$ cat src/rtl/trig_pkg.sv
// Shared types for the trigger waveform player.
// Assumes: nothing beyond a 2-bit encoding for four control states.
package trig_pkg;
    typedef enum logic [1:0] {
        ST_IDLE  = 2'd0,
        ST_WRITE = 2'd1,
        ST_WAIT  = 2'd2,
        ST_DONE  = 2'd3
    } trig_state_e;
endpackage

$ cat src/rtl/trig_prescaler.sv
// Microsecond prescaler: tick_o pulses once every DIV cycles while clr_i is low.
// Assumes: DIV >= 1; clr_i restarts the count so the first tick comes DIV cycles later.
module trig_prescaler #(
    parameter int DIV = 50
) (
    input  logic clk,
    input  logic rst_n,
    input  logic clr_i,
    output logic tick_o
);
    generate
        if (DIV <= 1) begin : g_pass
            // Divide-by-one: every counting cycle is a microsecond.
            assign tick_o = ~clr_i;
        end else begin : g_div
            localparam int CW = $clog2(DIV);
            logic [CW-1:0] cnt_q;

            // Count 0..DIV-1 while enabled, restart on clear or wrap.
            always_ff @(posedge clk) begin
                if (!rst_n || clr_i)
                    cnt_q <= '0;
                else if (cnt_q == CW'(DIV - 1))
                    cnt_q <= '0;
                else
                    cnt_q <= cnt_q + 1'b1;
            end

            assign tick_o = ~clr_i && (cnt_q == CW'(DIV - 1));

            p_tick_gap_r3: assert property (@(posedge clk) disable iff (!rst_n)
                tick_o |=> !tick_o);
        end
    endgenerate
endmodule

$ cat src/rtl/trig_pair_mem.sv
// Pair memory: byte-addressed writes, one value/hold pair read per cycle.
// Assumes: even byte address holds the value, odd holds the hold time;
// writes to pairs beyond MAX_PAIRS are dropped.
module trig_pair_mem #(
    parameter int MAX_PAIRS = 8,
    localparam int PAIR_W = (MAX_PAIRS > 1) ? $clog2(MAX_PAIRS) : 1,
    localparam int ADDR_W = PAIR_W + 1
) (
    input  logic              clk,
    input  logic              we_i,
    input  logic [ADDR_W-1:0] addr_i,
    input  logic [7:0]        data_i,
    input  logic [PAIR_W-1:0] rd_pair_i,
    output logic [7:0]        rd_val_o,
    output logic [7:0]        rd_dly_o
);
    logic [7:0] val_q [MAX_PAIRS];
    logic [7:0] dly_q [MAX_PAIRS];
    logic [PAIR_W-1:0] wr_pair;

    assign wr_pair = addr_i[ADDR_W-1:1];

    // Store a byte into the value or hold half of the addressed pair.
    always_ff @(posedge clk) begin
        if (we_i && (int'(wr_pair) < MAX_PAIRS)) begin
            if (addr_i[0])
                dly_q[wr_pair] <= data_i;
            else
                val_q[wr_pair] <= data_i;
        end
    end

    assign rd_val_o = val_q[rd_pair_i];
    assign rd_dly_o = dly_q[rd_pair_i];
endmodule

$ cat src/rtl/trig_delay_cnt.sv
// Hold counter: loaded with a microsecond count, decremented on each tick.
// Assumes: ticks only arrive while a nonzero count is pending.
module trig_delay_cnt (
    input  logic       clk,
    input  logic       rst_n,
    input  logic       load_i,
    input  logic [7:0] load_val_i,
    input  logic       tick_i,
    output logic       expire_o
);
    logic [7:0] cnt_q;

    // Load on a write cycle, otherwise count down on microsecond ticks.
    always_ff @(posedge clk) begin
        if (!rst_n)
            cnt_q <= '0;
        else if (load_i)
            cnt_q <= load_val_i;
        else if (tick_i && cnt_q != 8'd0)
            cnt_q <= cnt_q - 1'b1;
    end

    assign expire_o = tick_i && (cnt_q == 8'd1);

    p_tick_has_count_r3: assert property (@(posedge clk) disable iff (!rst_n)
        (tick_i && !load_i) |-> (cnt_q != 8'd0));
endmodule

$ cat src/rtl/trig_player.sv
// Trigger waveform player: writes a list of value/hold pairs to one register,
// holding each value for its own microsecond count, then pulses done.
// Assumes: CLK_HZ is a whole multiple of 1 MHz; start is ignored while busy.
module trig_player
    import trig_pkg::*;
#(
    parameter int CLK_HZ    = 50_000_000,
    parameter int MAX_PAIRS = 8,
    parameter int SEL_W     = 2,
    localparam int CYC_PER_US = (CLK_HZ / 1_000_000 > 0) ? CLK_HZ / 1_000_000 : 1,
    localparam int PAIR_W = (MAX_PAIRS > 1) ? $clog2(MAX_PAIRS) : 1,
    localparam int ADDR_W = PAIR_W + 1,
    localparam int IDX_W  = $clog2(MAX_PAIRS + 1)
) (
    input  logic              clk,
    input  logic              rst_n,
    input  logic              cfg_we_i,
    input  logic [ADDR_W-1:0] cfg_addr_i,
    input  logic [7:0]        cfg_data_i,
    input  logic              start_i,
    input  logic [SEL_W-1:0]  sel_i,
    input  logic [IDX_W-1:0]  count_i,
    output logic              port_we_o,
    output logic [SEL_W-1:0]  port_sel_o,
    output logic [7:0]        port_data_o,
    output logic              busy_o,
    output logic              done_o
);
    trig_state_e      state_q;
    logic [IDX_W-1:0] idx_q;
    logic [IDX_W-1:0] cnt_q;
    logic [SEL_W-1:0] sel_q;
    logic [IDX_W-1:0] eff_cnt;
    logic             last_pair;
    logic [7:0]       rd_val;
    logic [7:0]       rd_dly;
    logic             us_tick;
    logic             hold_over;

    assign eff_cnt   = (count_i > IDX_W'(MAX_PAIRS)) ? IDX_W'(MAX_PAIRS) : count_i;
    assign last_pair = (IDX_W'(idx_q + 1'b1) == cnt_q);

    trig_pair_mem #(.MAX_PAIRS(MAX_PAIRS)) mem_i (
        .clk       (clk),
        .we_i      (cfg_we_i),
        .addr_i    (cfg_addr_i),
        .data_i    (cfg_data_i),
        .rd_pair_i (idx_q[PAIR_W-1:0]),
        .rd_val_o  (rd_val),
        .rd_dly_o  (rd_dly)
    );

    trig_prescaler #(.DIV(CYC_PER_US)) presc_i (
        .clk    (clk),
        .rst_n  (rst_n),
        .clr_i  (state_q != ST_WAIT),
        .tick_o (us_tick)
    );

    trig_delay_cnt hold_i (
        .clk        (clk),
        .rst_n      (rst_n),
        .load_i     (state_q == ST_WRITE),
        .load_val_i (rd_dly),
        .tick_i     (us_tick),
        .expire_o   (hold_over)
    );

    // Sequence control: accept start, step through pairs, finish with done.
    always_ff @(posedge clk) begin
        if (!rst_n) begin
            state_q <= ST_IDLE;
            idx_q   <= '0;
            cnt_q   <= '0;
            sel_q   <= '0;
        end else begin
            unique case (state_q)
                ST_IDLE: if (start_i) begin
                    idx_q   <= '0;
                    cnt_q   <= eff_cnt;
                    sel_q   <= sel_i;
                    state_q <= (eff_cnt == '0) ? ST_DONE : ST_WRITE;
                end
                ST_WRITE: if (rd_dly == 8'd0) begin
                    if (last_pair) state_q <= ST_DONE;
                    else           idx_q   <= idx_q + 1'b1;
                end else begin
                    state_q <= ST_WAIT;
                end
                ST_WAIT: if (hold_over) begin
                    if (last_pair) begin
                        state_q <= ST_DONE;
                    end else begin
                        idx_q   <= idx_q + 1'b1;
                        state_q <= ST_WRITE;
                    end
                end
                ST_DONE: state_q <= ST_IDLE;
                default: state_q <= ST_IDLE;
            endcase
        end
    end

    assign port_we_o   = (state_q == ST_WRITE);
    assign port_data_o = rd_val;
    assign port_sel_o  = sel_q;
    assign busy_o      = (state_q != ST_IDLE);
    assign done_o      = (state_q == ST_DONE);

    p_done_single_r6: assert property (@(posedge clk) disable iff (!rst_n)
        done_o |=> (!done_o && !busy_o));
    p_write_while_busy_r2: assert property (@(posedge clk) disable iff (!rst_n)
        port_we_o |-> busy_o);
    p_sel_held_r9: assert property (@(posedge clk) disable iff (!rst_n)
        (busy_o && $past(busy_o)) |-> $stable(port_sel_o));
    p_zero_count_r7: assert property (@(posedge clk) disable iff (!rst_n)
        (!busy_o && start_i && count_i == '0) |=> (done_o && !port_we_o));
    p_first_write_r11: assert property (@(posedge clk) disable iff (!rst_n)
        (!busy_o && start_i && count_i != '0) |=> port_we_o);
endmodule

$ cat config.mk
export PLATFORM = sky130hd
export DESIGN_NAME = trig_player
export DESIGN_NICKNAME = d
export VERILOG_FILES = /design/src/rtl/trig_pkg.sv /design/src/rtl/trig_prescaler.sv /design/src/rtl/trig_pair_mem.sv /design/src/rtl/trig_delay_cnt.sv /design/src/rtl/trig_player.sv
export SDC_FILE = /design/constraint.sdc
export NUM_CORES = 1
export LEC_CHECK = 0
export ABC_AREA = 1
export BUFFER_PORTS_ARGS = -buffer_cell sky130_fd_sc_hd__buf_2
export CAP_MARGIN = 0
export CORE_ASPECT_RATIO = 1.25
export CORE_MARGIN = 1.5
export CORE_UTILIZATION = 30
export DETAILED_ROUTE_END_ITERATION = 10
export PLACE_DENSITY = 0.56
export SLEW_MARGIN = 20
export SYNTH_ARGS = -nofsm -noshare
export SYNTH_HDL_FRONTEND = slang
export SYNTH_SLANG_ARGS = --single-unit
$ cat constraint.sdc
create_clock -name clk -period 3.25 [get_ports clk]
set_input_delay 0.65 -clock clk [delete_from_list [all_inputs] [get_ports clk]]
set_output_delay 0.65 -clock clk [all_outputs]
set_load 0.01 [all_outputs]
==> results of run 1 <==
worst register-to-register path: cells and delay by family (launching register included):
| kind | cells | cell delay [ns] |
|---|---|---|
| AND/OR/NAND/NOR | 10 | 1.10 |
| buffers and inverters | 1 | 0.55 |
| flip-flops | 1 | 0.34 |
| AO/OA/AOI/OAI | 1 | 0.09 |
per-layer routing:
metal | routed length [um] | vias to the layer above | global-route usage
met4 | 229 | 0 | 0.0485
met3 | 593 | 17 | 0.0238
met5 | 0 | - | 0
met2 | 7600 | 110 | 0.236
met1 | 6700 | 2176 | 0.166
li1 | - | 2387 | -
flip-flops by register name, summed over array words and instances (netlist names), named ones only:
register,count
hold_i.cnt_q,8
port_sel_o,2
mem_i.val_q,64
presc_i.g_div.cnt_q,6
state_q,2
idx_q,4
cnt_q,4
mem_i.dly_q,64
worst min-delay path by stage:
stage	cells after the start	endpoint	slack (ns)	start
floorplan	1	presc_i.g_div.cnt_q[0]$_SDFF_PP0_	0.43	presc_i.g_div.cnt_q[0]$_SDFF_PP0_
global placement	1	presc_i.g_div.cnt_q[0]$_SDFF_PP0_	0.45	presc_i.g_div.cnt_q[0]$_SDFF_PP0_
detailed placement	1	presc_i.g_div.cnt_q[0]$_SDFF_PP0_	0.46	presc_i.g_div.cnt_q[0]$_SDFF_PP0_
CTS	3	port_sel_o[0]$_SDFFE_PN0P_	0.47	sel_i[0]
global route	3	port_sel_o[1]$_SDFFE_PN0P_	0.50	sel_i[1]
finish	1	presc_i.g_div.cnt_q[0]$_SDFF_PP0_	0.47	presc_i.g_div.cnt_q[0]$_SDFF_PP0_
Yosys cell counts, drive strengths merged (6+ instances only):
| library cell | count | area, sq um |
|---|---|---|
| ha | 11 | 138 |
| a21oi | 16 | 80.1 |
| nand3 | 60 | 305 |
| nand4 | 7 | 43.8 |
| inv | 78 | 293 |
| buf | 13 | 92.6 |
| nor2 | 104 | 400 |
| xor2 | 6 | 52.6 |
| a31oi | 10 | 62.6 |
| o22ai | 10 | 62.6 |
| dfxtp | 29 | 581 |
| nand2 | 144 | 551 |
| clkbuf | 12 | 45.0 |
| o21ai | 42 | 210 |
| edfxtp | 128 | 3840 |
power by group:
part,internal (mW),switching [mW]
Sequential,2.28,0.0714
Combinational,0.502,1.03
Clock,1.10,0.905
cell type report:
type / instances / area share
clock buffer: 17 / 0.0536
clock inverter: 15 / 0.0216
inverter: 78 / 0.0369
multi-input combinational: 428 / 0.257
sequential: 157 / 0.558
tap: 283 / 0.0447
timing repair buffer: 41 / 0.0281
cells in the final DEF, fill, tap and decap left out, types with 2 or more instances in the layout:
| cell type | Yosys | final |
|---|---|---|
| xor2_1 | 6 | 6 |
| buf_2 | 8 | 34 |
| inv_6 | 0 | 5 |
| nand3_1 | 59 | 59 |
| o221ai_1 | 2 | 2 |
| inv_2 | 3 | 3 |
| nor2_1 | 100 | 100 |
| o22ai_1 | 10 | 10 |
| clkinv_8 | 0 | 2 |
| inv_1 | 75 | 75 |
| inv_8 | 0 | 4 |
| o21ai_0 | 41 | 41 |
| a31oi_1 | 10 | 10 |
| dfxtp_1 | 29 | 28 |
| a21oi_1 | 16 | 16 |
| or2_2 | 2 | 2 |
| buf_4 | 1 | 7 |
| edfxtp_1 | 128 | 128 |
| nor2_2 | 4 | 4 |
| nor3_1 | 3 | 3 |
| clkbuf_16 | 0 | 17 |
| clkinvlp_4 | 0 | 2 |
| a22oi_1 | 3 | 3 |
| nand4_1 | 7 | 7 |
| nand2_1 | 142 | 142 |
| xnor2_1 | 3 | 3 |
| ha_1 | 11 | 11 |
kinds of logic after synthesis:
logic type,Yosys count,share of synthesized area
flops,157,0.642
buf+inv,103,0.0624
mux,1,0.00145
compound gates,84,0.0672
fa+ha+maj,11,0.0200
xor+xnor,9,0.0114
simple gates,323,0.196
metrics by stage:
stage | hold WS, ns | util | setup slack, ns
2_1_floorplan | 0.434 | - | 1.21
3_3_place_gp | 0.453 | 0.328 | 0.792
3_5_place_dp | 0.456 | 0.328 | 0.752
4_1_cts | 0.473 | 0.355 | 0.274
5_1_grt | 0.499 | 0.355 | 0.140
6_report | 0.467 | 0.355 | 0.319
==> out/qor.yml, run 1 <==
routing:
  vias: 4690
  drt_iter0_markers: 323
  drt-pass1-iter-count: 5
  drc: 0
  wire_per_inst_um: 14.8
  via_per_inst: 4.60
  wl_mm: 15.1
  antenna_left: 0
synth:
  syn-num-nets: 721
  synth_area_sq_um: 6890
  ys.warnings.count: 0
  ys_async_sr_fraction: 0
  synth-edff-count: 128
  netlist_instances: 688
  avgSynthCellArea_sq_um: 10.0
  ys_seq_elements: 157
  seq_area_frac_synth: 0.642
  synth_ff_type: "edfxtp_1"
  ys_types: 33
layout:
  finalNetCount: 756
  final.fill_count: 2257
  fin_area_sq_um: 7930
  drive_above_1_share: 0.117
  area.sequential_sq_um: 4430
  diodes: 0
  multiInputGateArea_sq_um: 2040
  layout.cells.non_filler: 1019
  area_delta_synth_final_pct: 15.0
critical_path:
  crit_required_ns: 2.60
  crit_end: "port_data_o[0]"
  rrSetupSlack_ns: 1.03
  cp.arrival_ns: 2.28
  cp_slowest_stage_delay_ns: 0.46
  path_max_fanout: 32
  start_kind: "register"
  cp.depth: 7
  rr_worst_depth: 12
  crit_type: "register to output port"
  cp_num_buf_inv: 3
  endpoint_kind: "output port"
  crit_family: "buffers and inverters"
  crit_slowest_cell: "inv_2"
  cp_cell_sequence: "buf_4, inv_2, o21ai_0, o22ai_1, nor2_1, a31oi_1, buf_2"
power:
  totalPowerFinal_mw: 5.89
  powerDensity_nw_per_um2: 743
  p_leak_nw: 3.14
  ir_drop_mv: 0.441
timing:
  period_needed_ns: 2.93
  hold_viol: 0
  max_freq_mhz: 341
  setup_viol: 0
  tns_ns: 0
  worst_pin_slew_ns: 0.906
  fin_worst_skew_ns: 0.0128
  slew_headroom: 0.394
  final.period_utilization: 0.902
  slew_violations: 0
  grt_setup_unrepaired: "no"
flow_run:
  maxCapViolCount: 0
placement:
  dpl_cell_area_sq_um: 7330
  io_buffers: 34
  numPlacedInstances: 987
  dp.final_hpwl_mm: 9.81
  gp_congestion: 0.824
clocking:
  insertion_delay_ns: 0.42
  hold_buffers: 0
  worst_setup_hold_path_clk_slew_ns: 0.07
  htreeDepth: 4
  cts.sinks: 157
  clockBufferDepth: 2
  cts_tree: "yes"
  root_buffer: "clkbuf_16"
  cts_resized: 0
  numCtsBuffers: 17
  postCtsSetupRepairBufs: 0
die:
  die_w_um: 139
  die_h_um: 172
  rows: 61
  core_sq_um: 22400
  io_pins: 35
  initial_core_util: 0.308
  dieArea_sq_um: 23900
grt:
  grt_start_max_net_pins: 65
  grt_usage: 0.134
  antenna_found_initial: 0
  gr-total-overflow: 0
  grt_pass1_wl_mm: 24.8
  first_global_vias: 4642
worst_hold_path:
  holdCritPathClass: "register to register"
status:
  status: "completed"
Power figures use the tool's default switching activity.
==> run 2, diff against run 1 <==
- ABC_AREA: 1 -> not set
- PLACE_DENSITY: 0.56 -> 0.51
==> out/qor.yml, run 2 <==
status:
  status: "completed"  # unchanged
layout:
  area_delta_synth_final_pct: 18.0  # was 15.0%
  layout.cells.non_filler: 739  # was 1,019
  drive_above_1_share: 0.270  # was 0.117
  mostFrequentLayoutCell: "edfxtp_1"  # was nand2_1
  area.sequential_sq_um: 4430  # unchanged
  finalNetCount: 480  # was 756
  reg_top3: "mem_i.dly_q (64), mem_i.val_q (64), hold_i.cnt_q (8)"  # unchanged
  multiInputGateArea_sq_um: 2030  # was 2040 sq um
  diodes: 0  # unchanged
  final.fill_count: 2011  # was 2,257
  layout_common_cells: "edfxtp_1 (128), nor2_1 (35), buf_2 (34), dfxtp_1 (28), mux4_2 (24)"  # was nand2_1 (142), edfxtp_1 (128), nor2_1 (100), inv_1 (75), nand3_1 (59)
clocking:
  cts_tree: "yes"  # unchanged
  htreeDepth: 4  # unchanged
  insertion_delay_ns: 0.42  # about the same
  root_buffer: "clkbuf_16"  # unchanged
  cts.sinks: 157  # unchanged
  postCtsSetupRepairBufs: 0  # unchanged
  hold_buffers: 0  # unchanged
  numCtsBuffers: 17  # unchanged
  worst_setup_hold_path_clk_slew_ns: 0.06  # was 0.07 ns
  clockBufferDepth: 2  # unchanged
  cts_resized: 0  # unchanged
timing:
  slew_violations: 0  # unchanged
  tns_ns: 0  # unchanged
  worst_pin_slew_ns: 0.962  # was 0.906 ns
  fin_worst_skew_ns: 0.0154  # was 0.0128 ns
  max_freq_mhz: 374  # was 341 MHz
  setup_viol: 0  # unchanged
  hold_viol: 0  # unchanged
  grt_setup_unrepaired: "no"  # unchanged
  final.period_utilization: 0.823  # was 0.902
  slew_headroom: 0.356  # was 0.394
  period_needed_ns: 2.67  # was 2.93 ns
die:
  initial_core_util: 0.305  # was 0.308
  io_pins: 35  # unchanged
  dieArea_sq_um: 22800  # was 23,900 sq um
  core_sq_um: 21500  # was 22,400 sq um
  rows: 60  # was 61
  die_h_um: 169  # was 172 um
  die_w_um: 135  # was 139 um
critical_path:
  start_kind: "register"  # unchanged
  path_max_fanout: 32  # unchanged
  crit_required_ns: 2.60  # about the same
  crit_type: "register to output port"  # unchanged
  endpoint_kind: "output port"  # unchanged
  rr_worst_depth: 7  # was 12
  cp.arrival_ns: 2.02  # was 2.28 ns
  rrSetupSlack_ns: 0.68  # was 1.03 ns
grt:
  first_global_vias: 3625  # was 4,642
  grt_usage: 0.119  # was 0.134
  gr-total-overflow: 0  # unchanged
  grt_start_max_net_pins: 33  # was 65
  antenna_found_initial: 0  # unchanged
  grt_pass1_wl_mm: 20.2  # was 24.8 mm
routing:
  vias: 3494  # was 4,690
  drc: 0  # unchanged
  via_per_inst: 4.73  # was 4.60
  antenna_left: 0  # unchanged
  wire_per_inst_um: 17.3  # was 14.8 um
  wl_mm: 12.8  # was 15.1 mm
  drt-pass1-iter-count: 4  # was 5
  drt_iter0_markers: 210  # was 323
synth:
  synth_area_sq_um: 6580  # was 6890 sq um
  yosys.area.top_type: "edfxtp_1"  # unchanged
  post-synth-top-count-cell: "edfxtp_1"  # was nand2_1
  seq_area_frac_synth: 0.673  # was 0.642
  ys_seq_elements: 157  # unchanged
  avgSynthCellArea_sq_um: 16.8  # was 10.0 sq um
  ys_types: 49  # was 33
  ys_top_cells_by_count: "edfxtp_1 (128), nor2_1 (35), dfxtp_1 (29)"  # was nand2_1 (142), edfxtp_1 (128), nor2_1 (100)
  synth_ff_type: "edfxtp_1"  # unchanged
  ys_async_sr_fraction: 0  # unchanged
  synthTopCellsByArea: "edfxtp_1 (58%), dfxtp_1 (8.8%), mux4_2 (8.2%)"  # was edfxtp_1 (56%), dfxtp_1 (8.4%), nand2_1 (7.7%)
  synth-edff-count: 128  # unchanged
  syn-num-nets: 424  # was 721
  synth_top_area_share: 0.584  # was 0.558
  netlist_instances: 391  # was 688
  ys.warnings.count: 0  # unchanged
placement:
  numPlacedInstances: 707  # was 987
  gp_congestion: 0.738  # was 0.824
  dp.final_hpwl_mm: 8.37  # was 9.81 mm
  io_buffers: 34  # unchanged
worst_hold_path:
  min_from: "port_sel_o[1]$_SDFFE_PN0P_"  # was presc_i.g_div.cnt_q[0]$_SDFF_PP0_
  holdPathStages: 2  # was 1
  holdCritPathClass: "register to register"  # unchanged
  holdPathEnd: "port_sel_o[1]$_SDFFE_PN0P_"  # was presc_i.g_div.cnt_q[0]$_SDFF_PP0_
power:
  power_switching_mw: 1.56  # was 2.01 mW
  p_comb_frac: 0.222  # was 0.261
  swShare: 0.276  # was 0.341
  powerDensity_nw_per_um2: 730  # was 743 nW/um^2
  intPower_mw: 4.10  # was 3.88 mW
  clkPwrFrac: 0.361  # was 0.340
  ir_drop_mv: 0.373  # was 0.441 mV
  p_leak_nw: 2.56  # was 3.14 nW
  power_frac_seq: 0.417  # was 0.399
flow_run:
  maxCapViolCount: 0  # unchanged
## run 2: cells by family (layout without fill, tap and decap cells)
group	count (synthesis)	after routing	synth area share
AOI/OAI and AO/OA	34	34	0.0418
xor gates and xnor gates	17	17	0.0226
adders and majority gates	11	11	0.0209
buffers and inverters	25	94	0.0192
DFF	157	157	0.673
muxes	48	48	0.140
and+or+nand+nor	99	99	0.0827
## run 2: how the worst max path moves through the flow
| stage | slack [ns] | endpoint |
|---|---|---|
| final | 0.58 | port_data_o[0] |
| after global routing | 0.44 | register |
| after CTS | 0.54 | port_data_o[0] |
| after detailed placement | 0.66 | register |
| after global placement | 0.68 | idx_q[2]$_SDFFE_PN0P_ |
| after floorplan | 0.89 | port_data_o[0] |
## run 2: area by class of cell
| cell class | count | share of cell area |
|---|---|---|
| Inverter | 12 | 0.00581 |
| Sequential cell | 157 | 0.570 |
| Timing Repair Buffer | 50 | 0.0390 |
| Clock inverter | 14 | 0.0232 |
| Clock buffer | 18 | 0.0553 |
| Tap cell | 279 | 0.0450 |
| Multi-Input combinational cell | 209 | 0.261 |
## run 2: power by group through the flow
| stage | sequential, mW | clock, mW | combinational, mW |
|---|---|---|---|
| after global placement | 2.40 | 0 | 1.27 |
| after floorplan | 2.39 | 0 | 1.02 |
| after detailed placement | 2.41 | 0 | 1.28 |
| final | 2.36 | 2.04 | 1.26 |
| after CTS | 2.36 | 2.09 | 1.28 |
| after global routing | 2.38 | 2.16 | 1.40 |
## run 2: critical path, stage by stage, from the launching register on
cell and delay, ns:
dfxtp_2 0.34, buf_12 0.24, mux4_2 0.55, mux2_2 0.30, buf_2 0.15
## run 2: layer usage
layer | part of all wire | up-vias | wire length [um] | global-route usage
li1 | - | 1658 | - | -
met1 | 0.44 | 1760 | 5650 | 0.148
met4 | 0.0038 | 0 | 48 | 0.0355
met3 | 0.033 | 4 | 425 | 0.0326
met2 | 0.52 | 72 | 6670 | 0.203
met5 | 0 | - | 0 | 0
## run 2: per-stage QoR
step	setup WS, ns	hold slack [ns]	cell area [sq um]	total power, mW	utilization
2_1_floorplan	0.890	0.434	6580	3.40	-
3_3_place_gp	0.680	0.445	7150	3.67	0.332
3_5_place_dp	0.661	0.453	7150	3.68	0.332
4_1_cts	0.538	0.462	7760	5.74	0.360
5_1_grt	0.443	0.483	7760	5.94	0.360
6_report	0.576	0.459	7760	5.67	0.360
